--- src/rtl/brs_pkg.sv ---
package brs_pkg;

    localparam int ADDR_W   = 32;
    localparam int DATA_W   = 32;
    localparam int CODE_W   = 4;
    localparam int OFF_W    = 25;
    localparam int NUM_TGT  = 8;
    localparam int LANES    = DATA_W / 8;

    localparam logic [CODE_W-1:0] CODE_BOOT     = 4'h0;
    localparam logic [CODE_W-1:0] CODE_WRAM     = 4'h2;
    localparam logic [CODE_W-1:0] CODE_IRAM     = 4'h3;
    localparam logic [CODE_W-1:0] CODE_IO       = 4'h4;
    localparam logic [CODE_W-1:0] CODE_PAL      = 4'h5;
    localparam logic [CODE_W-1:0] CODE_VRAM     = 4'h6;
    localparam logic [CODE_W-1:0] CODE_OAM      = 4'h7;
    localparam logic [CODE_W-1:0] CODE_ROM_LO   = 4'h8;
    localparam logic [CODE_W-1:0] CODE_ROM_HI   = 4'hD;

    typedef enum logic [1:0] {
        SZ_BYTE = 2'd0,
        SZ_HALF = 2'd1,
        SZ_WORD = 2'd2,
        SZ_WIDE = 2'd3
    } acc_size_e;

    typedef enum logic [2:0] {
        TGT_BOOT = 3'd0,
        TGT_WRAM = 3'd1,
        TGT_IRAM = 3'd2,
        TGT_IO   = 3'd3,
        TGT_PAL  = 3'd4,
        TGT_VRAM = 3'd5,
        TGT_OAM  = 3'd6,
        TGT_ROM  = 3'd7
    } tgt_e;

    typedef struct packed {
        logic             mapped;
        tgt_e             tgt;
        logic [OFF_W-1:0] off;
    } decode_t;

    // Rotate a word right by whole bytes.
    function automatic logic [DATA_W-1:0] ror_bytes(input logic [DATA_W-1:0] w,
                                                    input logic [1:0] n);
        case (n)
            2'd0:    ror_bytes = w;
            2'd1:    ror_bytes = {w[7:0],  w[31:8]};
            2'd2:    ror_bytes = {w[15:0], w[31:16]};
            default: ror_bytes = {w[23:0], w[31:24]};
        endcase
    endfunction

    // Turn an aligned word into the value a load of the given size returns.
    function automatic logic [DATA_W-1:0] load_extract(input logic [DATA_W-1:0] w,
                                                       input acc_size_e sz,
                                                       input logic [1:0] lo);
        logic [DATA_W-1:0] r;
        logic [15:0]       h;
        r = ror_bytes(w, lo);
        h = lo[1] ? w[31:16] : w[15:0];
        if (lo[0]) h = {h[7:0], h[15:8]};
        case (sz)
            SZ_BYTE: load_extract = {24'b0, r[7:0]};
            SZ_HALF: load_extract = {16'b0, h};
            default: load_extract = r;
        endcase
    endfunction

    function automatic logic [DATA_W-1:0] store_replicate(input logic [DATA_W-1:0] w,
                                                          input acc_size_e sz);
        case (sz)
            SZ_BYTE: store_replicate = {4{w[7:0]}};
            SZ_HALF: store_replicate = {2{w[15:0]}};
            default: store_replicate = w;
        endcase
    endfunction

    function automatic logic [LANES-1:0] lane_mask(input acc_size_e sz,
                                                   input logic [1:0] lo);
        case (sz)
            SZ_BYTE: lane_mask = 4'b0001 << lo;
            SZ_HALF: lane_mask = lo[1] ? 4'b1100 : 4'b0011;
            default: lane_mask = 4'b1111;
        endcase
    endfunction

endpackage

--- src/rtl/brs_region_decode.sv ---
module brs_region_decode
    import brs_pkg::*;
#(
    parameter int BOOT_BYTES      = 16384,
    parameter int WRAM_BYTES      = 262144,
    parameter int IRAM_BYTES      = 32768,
    parameter int IO_BYTES        = 1024,
    parameter int PAL_BYTES       = 1024,
    parameter int VRAM_WINDOW     = 131072,
    parameter int OAM_BYTES       = 1024,
    parameter int VRAM_BYTE_LIMIT = 98304
) (
    input  logic [27:0] addr_in,
    output decode_t     dec,
    output logic        boot_in_bounds,
    output logic        vram_byte_ok
);

    localparam logic [OFF_W-1:0] M_BOOT = OFF_W'(BOOT_BYTES - 1);
    localparam logic [OFF_W-1:0] M_WRAM = OFF_W'(WRAM_BYTES - 1);
    localparam logic [OFF_W-1:0] M_IRAM = OFF_W'(IRAM_BYTES - 1);
    localparam logic [OFF_W-1:0] M_IO   = OFF_W'(IO_BYTES - 1);
    localparam logic [OFF_W-1:0] M_PAL  = OFF_W'(PAL_BYTES - 1);
    localparam logic [OFF_W-1:0] M_VRAM = OFF_W'(VRAM_WINDOW - 1);
    localparam logic [OFF_W-1:0] M_OAM  = OFF_W'(OAM_BYTES - 1);
    localparam logic [OFF_W-1:0] M_ROM  = {OFF_W{1'b1}};

    logic [CODE_W-1:0] code;
    logic [OFF_W-1:0]  raw;

    always_comb begin
        code       = addr_in[27:24];
        raw        = addr_in[24:0];
        dec.mapped = 1'b1;
        dec.tgt    = TGT_BOOT;
        dec.off    = '0;
        if (code >= CODE_ROM_LO && code <= CODE_ROM_HI) begin
            dec.tgt = TGT_ROM;
            dec.off = raw & M_ROM;
        end else begin
            case (code)
                CODE_BOOT: begin dec.tgt = TGT_BOOT; dec.off = raw & M_BOOT; end
                CODE_WRAM: begin dec.tgt = TGT_WRAM; dec.off = raw & M_WRAM; end
                CODE_IRAM: begin dec.tgt = TGT_IRAM; dec.off = raw & M_IRAM; end
                CODE_IO:   begin dec.tgt = TGT_IO;   dec.off = raw & M_IO;   end
                CODE_PAL:  begin dec.tgt = TGT_PAL;  dec.off = raw & M_PAL;  end
                CODE_VRAM: begin dec.tgt = TGT_VRAM; dec.off = raw & M_VRAM; end
                CODE_OAM:  begin dec.tgt = TGT_OAM;  dec.off = raw & M_OAM;  end
                default:   dec.mapped = 1'b0;
            endcase
        end
    end

    assign boot_in_bounds = addr_in[23:0] < 24'(BOOT_BYTES);
    assign vram_byte_ok   = addr_in[23:0] < 24'(VRAM_BYTE_LIMIT);

endmodule

--- src/rtl/brs_boot_latch.sv ---
module brs_boot_latch
    import brs_pkg::*;
(
    input  logic              clk,
    input  logic              rst,
    input  logic [CODE_W-1:0] pc_region,
    input  logic [DATA_W-1:0] fetch_word,
    output logic              pc_in_boot,
    output logic [DATA_W-1:0] latch_word
);

    logic [DATA_W-1:0] latch_q;

    assign pc_in_boot = (pc_region == CODE_BOOT);

    always_ff @(posedge clk) begin
        if (rst) begin
            latch_q <= '0;
        end else if (pc_in_boot) begin
            latch_q <= fetch_word;
        end
    end

    assign latch_word = latch_q;

    // outside the boot ROM the latched word must not move
    p_latch_hold_r7: assert property (@(posedge clk) disable iff (rst)
        (pc_region != CODE_BOOT) |=> $stable(latch_word));

    // inside the boot ROM the fetch word is taken on the edge
    p_latch_take_r7: assert property (@(posedge clk) disable iff (rst)
        (pc_region == CODE_BOOT) |=> (latch_word == $past(fetch_word)));

endmodule

--- src/rtl/brs_read_align.sv ---
module brs_read_align
    import brs_pkg::*;
(
    input  decode_t           dec,
    input  acc_size_e         size,
    input  logic [1:0]        lo,
    input  logic              pc_in_boot,
    input  logic              boot_in_bounds,
    input  logic [DATA_W-1:0] latch_word,
    input  logic [DATA_W-1:0] mem_rdata,
    input  logic [15:0]       io_lo,
    input  logic [15:0]       io_hi,
    input  logic [OFF_W:0]    rom_size,
    output logic [DATA_W-1:0] load_word,
    output logic              load_live
);

    logic [DATA_W-1:0] src;

    always_comb begin
        src       = '0;
        load_live = 1'b0;
        if (dec.mapped) begin
            case (dec.tgt)
                TGT_BOOT: begin
                    if (pc_in_boot) begin
                        load_live = boot_in_bounds;
                        src       = boot_in_bounds ? mem_rdata : '0;
                    end else begin
                        src = latch_word;
                    end
                end
                TGT_ROM: begin
                    load_live = {1'b0, dec.off} < rom_size;
                    src       = load_live ? mem_rdata : '0;
                end
                TGT_IO: begin
                    load_live = 1'b1;
                    src       = {io_hi, io_lo};
                end
                default: begin
                    load_live = 1'b1;
                    src       = mem_rdata;
                end
            endcase
        end
        load_word = load_extract(src, size, lo);
    end

endmodule

--- src/rtl/brs_write_steer.sv ---
module brs_write_steer
    import brs_pkg::*;
(
    input  decode_t           dec,
    input  acc_size_e         size,
    input  logic [1:0]        lo,
    input  logic [DATA_W-1:0] wdata,
    input  logic              vram_byte_ok,
    output logic [LANES-1:0]  lane_we,
    output logic [DATA_W-1:0] store_data,
    output logic              store_live
);

    logic [LANES-1:0] base;
    logic             allow;

    always_comb begin
        base  = lane_mask(size, lo);
        allow = dec.mapped && (dec.tgt != TGT_BOOT) && (dec.tgt != TGT_ROM);
        if (size == SZ_BYTE) begin
            if (dec.tgt == TGT_OAM) begin
                allow = 1'b0;
            end else if (dec.tgt == TGT_VRAM) begin
                allow = allow && vram_byte_ok;
                base  = lo[1] ? 4'b1100 : 4'b0011;
            end
        end
    end

    for (genvar g = 0; g < LANES; g++) begin : g_lane
        assign lane_we[g] = allow & base[g];
    end

    assign store_data = store_replicate(wdata, size);
    assign store_live = |lane_we;

endmodule

--- src/rtl/bus_region_steer.sv ---
module bus_region_steer
    import brs_pkg::*;
#(
    parameter int BOOT_BYTES      = 16384,
    parameter int WRAM_BYTES      = 262144,
    parameter int IRAM_BYTES      = 32768,
    parameter int IO_BYTES        = 1024,
    parameter int PAL_BYTES       = 1024,
    parameter int VRAM_WINDOW     = 131072,
    parameter int OAM_BYTES       = 1024,
    parameter int VRAM_BYTE_LIMIT = 98304,
    localparam int IO_W           = $clog2(IO_BYTES)
) (
    input  logic                clk,
    input  logic                rst,
    input  logic                acc_valid,
    input  logic [ADDR_W-1:0]   acc_addr,
    input  logic [1:0]          acc_size,
    input  logic                acc_write,
    input  logic [DATA_W-1:0]   acc_wdata,
    input  logic [CODE_W-1:0]   pc_region,
    input  logic [DATA_W-1:0]   boot_fetch_word,
    input  logic [OFF_W:0]      rom_size,
    input  logic [DATA_W-1:0]   mem_rdata,
    input  logic [15:0]         io_rdata_lo,
    input  logic [15:0]         io_rdata_hi,
    output logic [NUM_TGT-1:0]  region_sel,
    output logic [OFF_W-1:0]    region_off,
    output logic [IO_W-1:0]     io_off_lo,
    output logic [IO_W-1:0]     io_off_hi,
    output logic [LANES-1:0]    byte_we,
    output logic [DATA_W-1:0]   wr_data,
    output logic [DATA_W-1:0]   rd_data,
    output logic                rd_err
);

    acc_size_e         size;
    decode_t           dec;
    logic              boot_in_bounds;
    logic              vram_byte_ok;
    logic              pc_in_boot;
    logic [DATA_W-1:0] latch_word;
    logic [DATA_W-1:0] load_word;
    logic              load_live;
    logic [LANES-1:0]  lane_we;
    logic              store_live;
    logic              unused_addr_hi;

    assign size           = acc_size_e'(acc_size);
    assign unused_addr_hi = ^acc_addr[31:28];

    brs_region_decode #(
        .BOOT_BYTES      (BOOT_BYTES),
        .WRAM_BYTES      (WRAM_BYTES),
        .IRAM_BYTES      (IRAM_BYTES),
        .IO_BYTES        (IO_BYTES),
        .PAL_BYTES       (PAL_BYTES),
        .VRAM_WINDOW     (VRAM_WINDOW),
        .OAM_BYTES       (OAM_BYTES),
        .VRAM_BYTE_LIMIT (VRAM_BYTE_LIMIT)
    ) u_decode (
        .addr_in        (acc_addr[27:0]),
        .dec            (dec),
        .boot_in_bounds (boot_in_bounds),
        .vram_byte_ok   (vram_byte_ok)
    );

    brs_boot_latch u_boot_latch (
        .clk        (clk),
        .rst        (rst),
        .pc_region  (pc_region),
        .fetch_word (boot_fetch_word),
        .pc_in_boot (pc_in_boot),
        .latch_word (latch_word)
    );

    brs_read_align u_read (
        .dec            (dec),
        .size           (size),
        .lo             (acc_addr[1:0]),
        .pc_in_boot     (pc_in_boot),
        .boot_in_bounds (boot_in_bounds),
        .latch_word     (latch_word),
        .mem_rdata      (mem_rdata),
        .io_lo          (io_rdata_lo),
        .io_hi          (io_rdata_hi),
        .rom_size       (rom_size),
        .load_word      (load_word),
        .load_live      (load_live)
    );

    brs_write_steer u_write (
        .dec          (dec),
        .size         (size),
        .lo           (acc_addr[1:0]),
        .wdata        (acc_wdata),
        .vram_byte_ok (vram_byte_ok),
        .lane_we      (lane_we),
        .store_data   (wr_data),
        .store_live   (store_live)
    );

    // One select line per target; a line is live only for an access that
    // really reaches memory.
    for (genvar t = 0; t < NUM_TGT; t++) begin : g_sel
        assign region_sel[t] = acc_valid && dec.mapped && (dec.tgt == tgt_e'(t)) &&
                               (acc_write ? store_live : load_live);
    end

    assign region_off = dec.mapped ? dec.off : '0;
    assign io_off_lo  = {dec.off[IO_W-1:2], 2'b00};
    assign io_off_hi  = {dec.off[IO_W-1:2], 2'b10};
    assign byte_we    = (acc_valid && acc_write) ? lane_we : '0;
    assign rd_data    = (acc_valid && !acc_write) ? load_word : '0;
    assign rd_err     = acc_valid && !acc_write && !dec.mapped;

    // never more than one target at a time
    p_sel_onehot_r1: assert property (@(posedge clk) disable iff (rst)
        $onehot0(region_sel));

    // an idle bus drives nothing
    p_idle_quiet_r1: assert property (@(posedge clk) disable iff (rst)
        !acc_valid |-> (region_sel == '0 && byte_we == '0));

    // an error load touches no memory and returns zero
    p_err_quiet_r10: assert property (@(posedge clk) disable iff (rst)
        rd_err |-> (region_sel == '0 && rd_data == '0 && byte_we == '0));

    // read-only images are never written
    p_ro_nowrite_r13: assert property (@(posedge clk) disable iff (rst)
        (acc_valid && acc_write && dec.mapped &&
         (dec.tgt == TGT_ROM || dec.tgt == TGT_BOOT)) |-> (byte_we == '0));

    // a video RAM byte store fills a whole halfword or nothing
    p_vram_pair_r12: assert property (@(posedge clk) disable iff (rst)
        (acc_valid && acc_write && size == SZ_BYTE && dec.mapped &&
         dec.tgt == TGT_VRAM && byte_we != '0) |->
        ((byte_we == 4'b0011 || byte_we == 4'b1100) && wr_data[7:0] == wr_data[15:8]));

endmodule

--- config.mk ---
export PLATFORM = sky130hd
export DESIGN_NAME = bus_region_steer
export DESIGN_NICKNAME = d
export VERILOG_FILES = /design/src/rtl/brs_pkg.sv /design/src/rtl/brs_region_decode.sv /design/src/rtl/brs_boot_latch.sv /design/src/rtl/brs_read_align.sv /design/src/rtl/brs_write_steer.sv /design/src/rtl/bus_region_steer.sv
export SDC_FILE = /design/constraint.sdc
export NUM_CORES = 1
export LEC_CHECK = 0
export BUFFER_PORTS_ARGS = -buffer_cell sky130_fd_sc_hd__buf_2
export CELL_PAD_IN_SITES_DETAIL_PLACEMENT = 1
export CELL_PAD_IN_SITES_GLOBAL_PLACEMENT = 1
export CORE_AREA = 3 3 193 101
export DETAILED_ROUTE_END_ITERATION = 8
export DIE_AREA = 0 0 196 104
export HOLD_SLACK_MARGIN = 0.06
export PLACE_DENSITY_LB_ADDON = 0.25
export SYNTH_ARGS = -nofsm -noshare
export SYNTH_HDL_FRONTEND = slang
export SYNTH_SLANG_ARGS = --single-unit
--- constraint.sdc ---
create_clock -name clk -period 7.55 [get_ports clk]
set_input_delay 1.51 -clock clk [delete_from_list [all_inputs] [get_ports clk]]
set_output_delay 1.51 -clock clk [all_outputs]
set_load 0.02 [all_outputs]
==> results.toml <==
[placement]
dp_cells = 1247
hpwl_um = 21700
preCtsSetupSlack_ns = 0.248
numPortBuffers = 309
placed_area_sq_um = 6830
gp_congestion = 0.913

[clock_network]
tritoncts = "yes"
path_clk_slew_ns = 0.06
cts_setup_buffers = 0
clock_path_buffers = 2
cts_buffers = 5
cts-root-buf = "clkbuf_16"
cts-resized-gates = 0
numClockSinks = 32
htreeDepth = 2
holdBufCountCts = 0
insertion_delay_ns = 0.29

[logic_synthesis]
async_flop_share_pct = 0
synth.area.top_cells = "dfxtp_1 12%, a21oi_1 8.1%, nand2_1 7.9%"
synth_flop_cell = "dfxtp_1"
yosysTopAreaCell = "dfxtp_1"
netlist_instances = 748
synth_edf_count = 0
yosysWarnings = 0
syn-cell-area_sq_um = 5150
synth_common_cells = "108 x nand2_1, 83 x a21oi_1, 59 x inv_1, 44 x nor2_1, 37 x clkbuf_1"
ys_types = 71
ys_seq_area_share_pct = 12.4
ys_seq_elements = 32
post-synth-top-count-cell = "nand2_1"
syn_area_per_cell_sq_um = 6.89
synth_top_area_share_pct = 12.4

[run_status]
status = "complete, no violations"

[power]
powerDensity_nw_per_um2 = 118
p_leak_nw = 3.46
peakVddDrop_uv = 76.6
fin_total_pwr_uw = 829

[timing]
rsz0062_at_grt = "no"
post-route-min-period_ns = 7.23
fin_crit_sh_pct = 95.8
tightest_slew_ns = 0.808
drv_slew = 0
hold_violations = 0
fin_ws_ns = 0.319
max_clock_freq_mhz = 138
tns_ns = 0
holdWs_ns = 0.459
skew_ns = 0
relSlewSlack_pct = 46.1
setup_viol = 0

[detailed_routing]
viasPerCell = 5.32
vias = 6696
wl_per_cell_um = 20.8
drt_wl_total_um = 26200
drtIter0Drc = 534
firstDrtPassIters = 5
drc = 0
ant_nets = 0

[layout]
area_growth_pct = 36.4
final_util_pct = 39.0
largest_register_ffs = 32
drive_above_1_share_pct = 38.6
num-fill-cells = 2406
instances_no_fill = 1258
fin_area_sq_um = 7030
layout.nets = 1234

[global_route]
grt_pass1_wl_um = 39800
antenna_found_initial = 6
grt_start_max_net_pins = 40
grt_pass1_vias = 6729
grt.overflow.total = 0
grt_usage_pct = 24.7

[hold_path]
hp-class = "reg -> reg"

[setup_path]
path_max_fanout = 17
cp-end-kind = "output pin"
crit_required_ns = 6.04
cp.arrival_ns = 5.72
cpPeakStageDelay_ns = 0.52
cp_slowest_cell = "a221oi_2"
worst-path-buf-inv = 3
critPathTopFamily = "simple AND/OR/NAND/NOR gates"
path_cells = "buf_2 -> and3_4 -> nor2_2 -> buf_4 -> and2_1 -> ha_1 -> and4_1 -> nor3b_1 -> a221oi_2 -> o211ai_1 -> a211oi_1 -> o21ai_0 -> or2_2 -> nor3b_1 -> buf_2"
worst-setup-path-type = "in -> out"
start_kind = "input port"

[die]
die_x_um = 196
dieHeight_um = 104
start_util_pct = 28.6
dieArea_sq_um = 20400
fp-row-count = 35
core_sq_um = 18000
io_pins = 318

[flow_run]
maxCapViolations = 0
area by class of cell:
cell class	instances	area, sq um	area share, %
repair buffers	330	1730	24.6
clock inverters	1	30.0	0.427
well taps	240	300	4.27
diodes	3	7.51	0.107
flip-flops and latches	32	641	9.12
inverters	59	221	3.15
multi-input cells	586	3950	56.2
clock buffers	7	153	2.17
layout by cell type (no fill, tap or decap), drive strengths merged, types with 8 or more instances in the layout:
master	Yosys	final
a2bb2oi	24	24
o31ai	18	18
o31a	8	8
mux2i	20	20
and2	19	19
mux2	23	23
and3	12	12
nand2	108	108
ha	24	24
dfxtp	32	32
o22ai	9	9
o21ai	35	35
nand3	9	9
inv	59	59
buf	36	330
a21oi	83	83
nor2b	18	18
nor3	12	12
nor2	47	47
final timing paths:
check / startpoint / endpoint / slack [ns] / cells past startpoint
min reg2reg: u_boot_latch.latch_word[4]$_SDFFE_PP0N_ / u_boot_latch.latch_word[4]$_SDFFE_PP0N_ / 0.46 / 2
max reg2reg: u_boot_latch.latch_word[14]$_SDFFE_PP0N_ / u_boot_latch.latch_word[14]$_SDFFE_PP0N_ / 6.94 / 2
max: acc_addr[25] / region_sel[4] / 0.32 / 15
min: u_boot_latch.latch_word[4]$_SDFFE_PP0N_ / u_boot_latch.latch_word[4]$_SDFFE_PP0N_ / 0.46 / 2
report_power, final:
group          internal (mW)  switching (mW)  total (mW)
combinational          0.156           0.241       0.397
clock                  0.174          0.0848       0.259
sequential             0.172        0.000819       0.173
total                  0.502           0.326       0.829
tightest hold or removal path, delay by kind of cell, from the launching register on:
kind | cells | cell delay (ns)
flops | 1 | 0.30
simple gates | 1 | 0.06
compound gates | 1 | 0.05
cells by family after synthesis:
group,synth area share [%]
adder cells (fa/ha/maj),5.83
flip-flops,12.4
other,0.146
multiplexers,11.1
buffers and inverters,11.6
AO/OA/AOI/OAI,33.6
AND/OR/NAND/NOR,25.3
metal layers:
metal | vias to the layer above | share of wire (%) | track usage [%]
met5 | - | 0.23 | 0
met4 | 10 | 0.20 | 1.53
met3 | 15 | 9.1 | 6.50
met2 | 228 | 42 | 36.9
met1 | 3217 | 48 | 36.8
li1 | 3226 | - | -
Note: power is estimated with default switching activity, not from simulation.
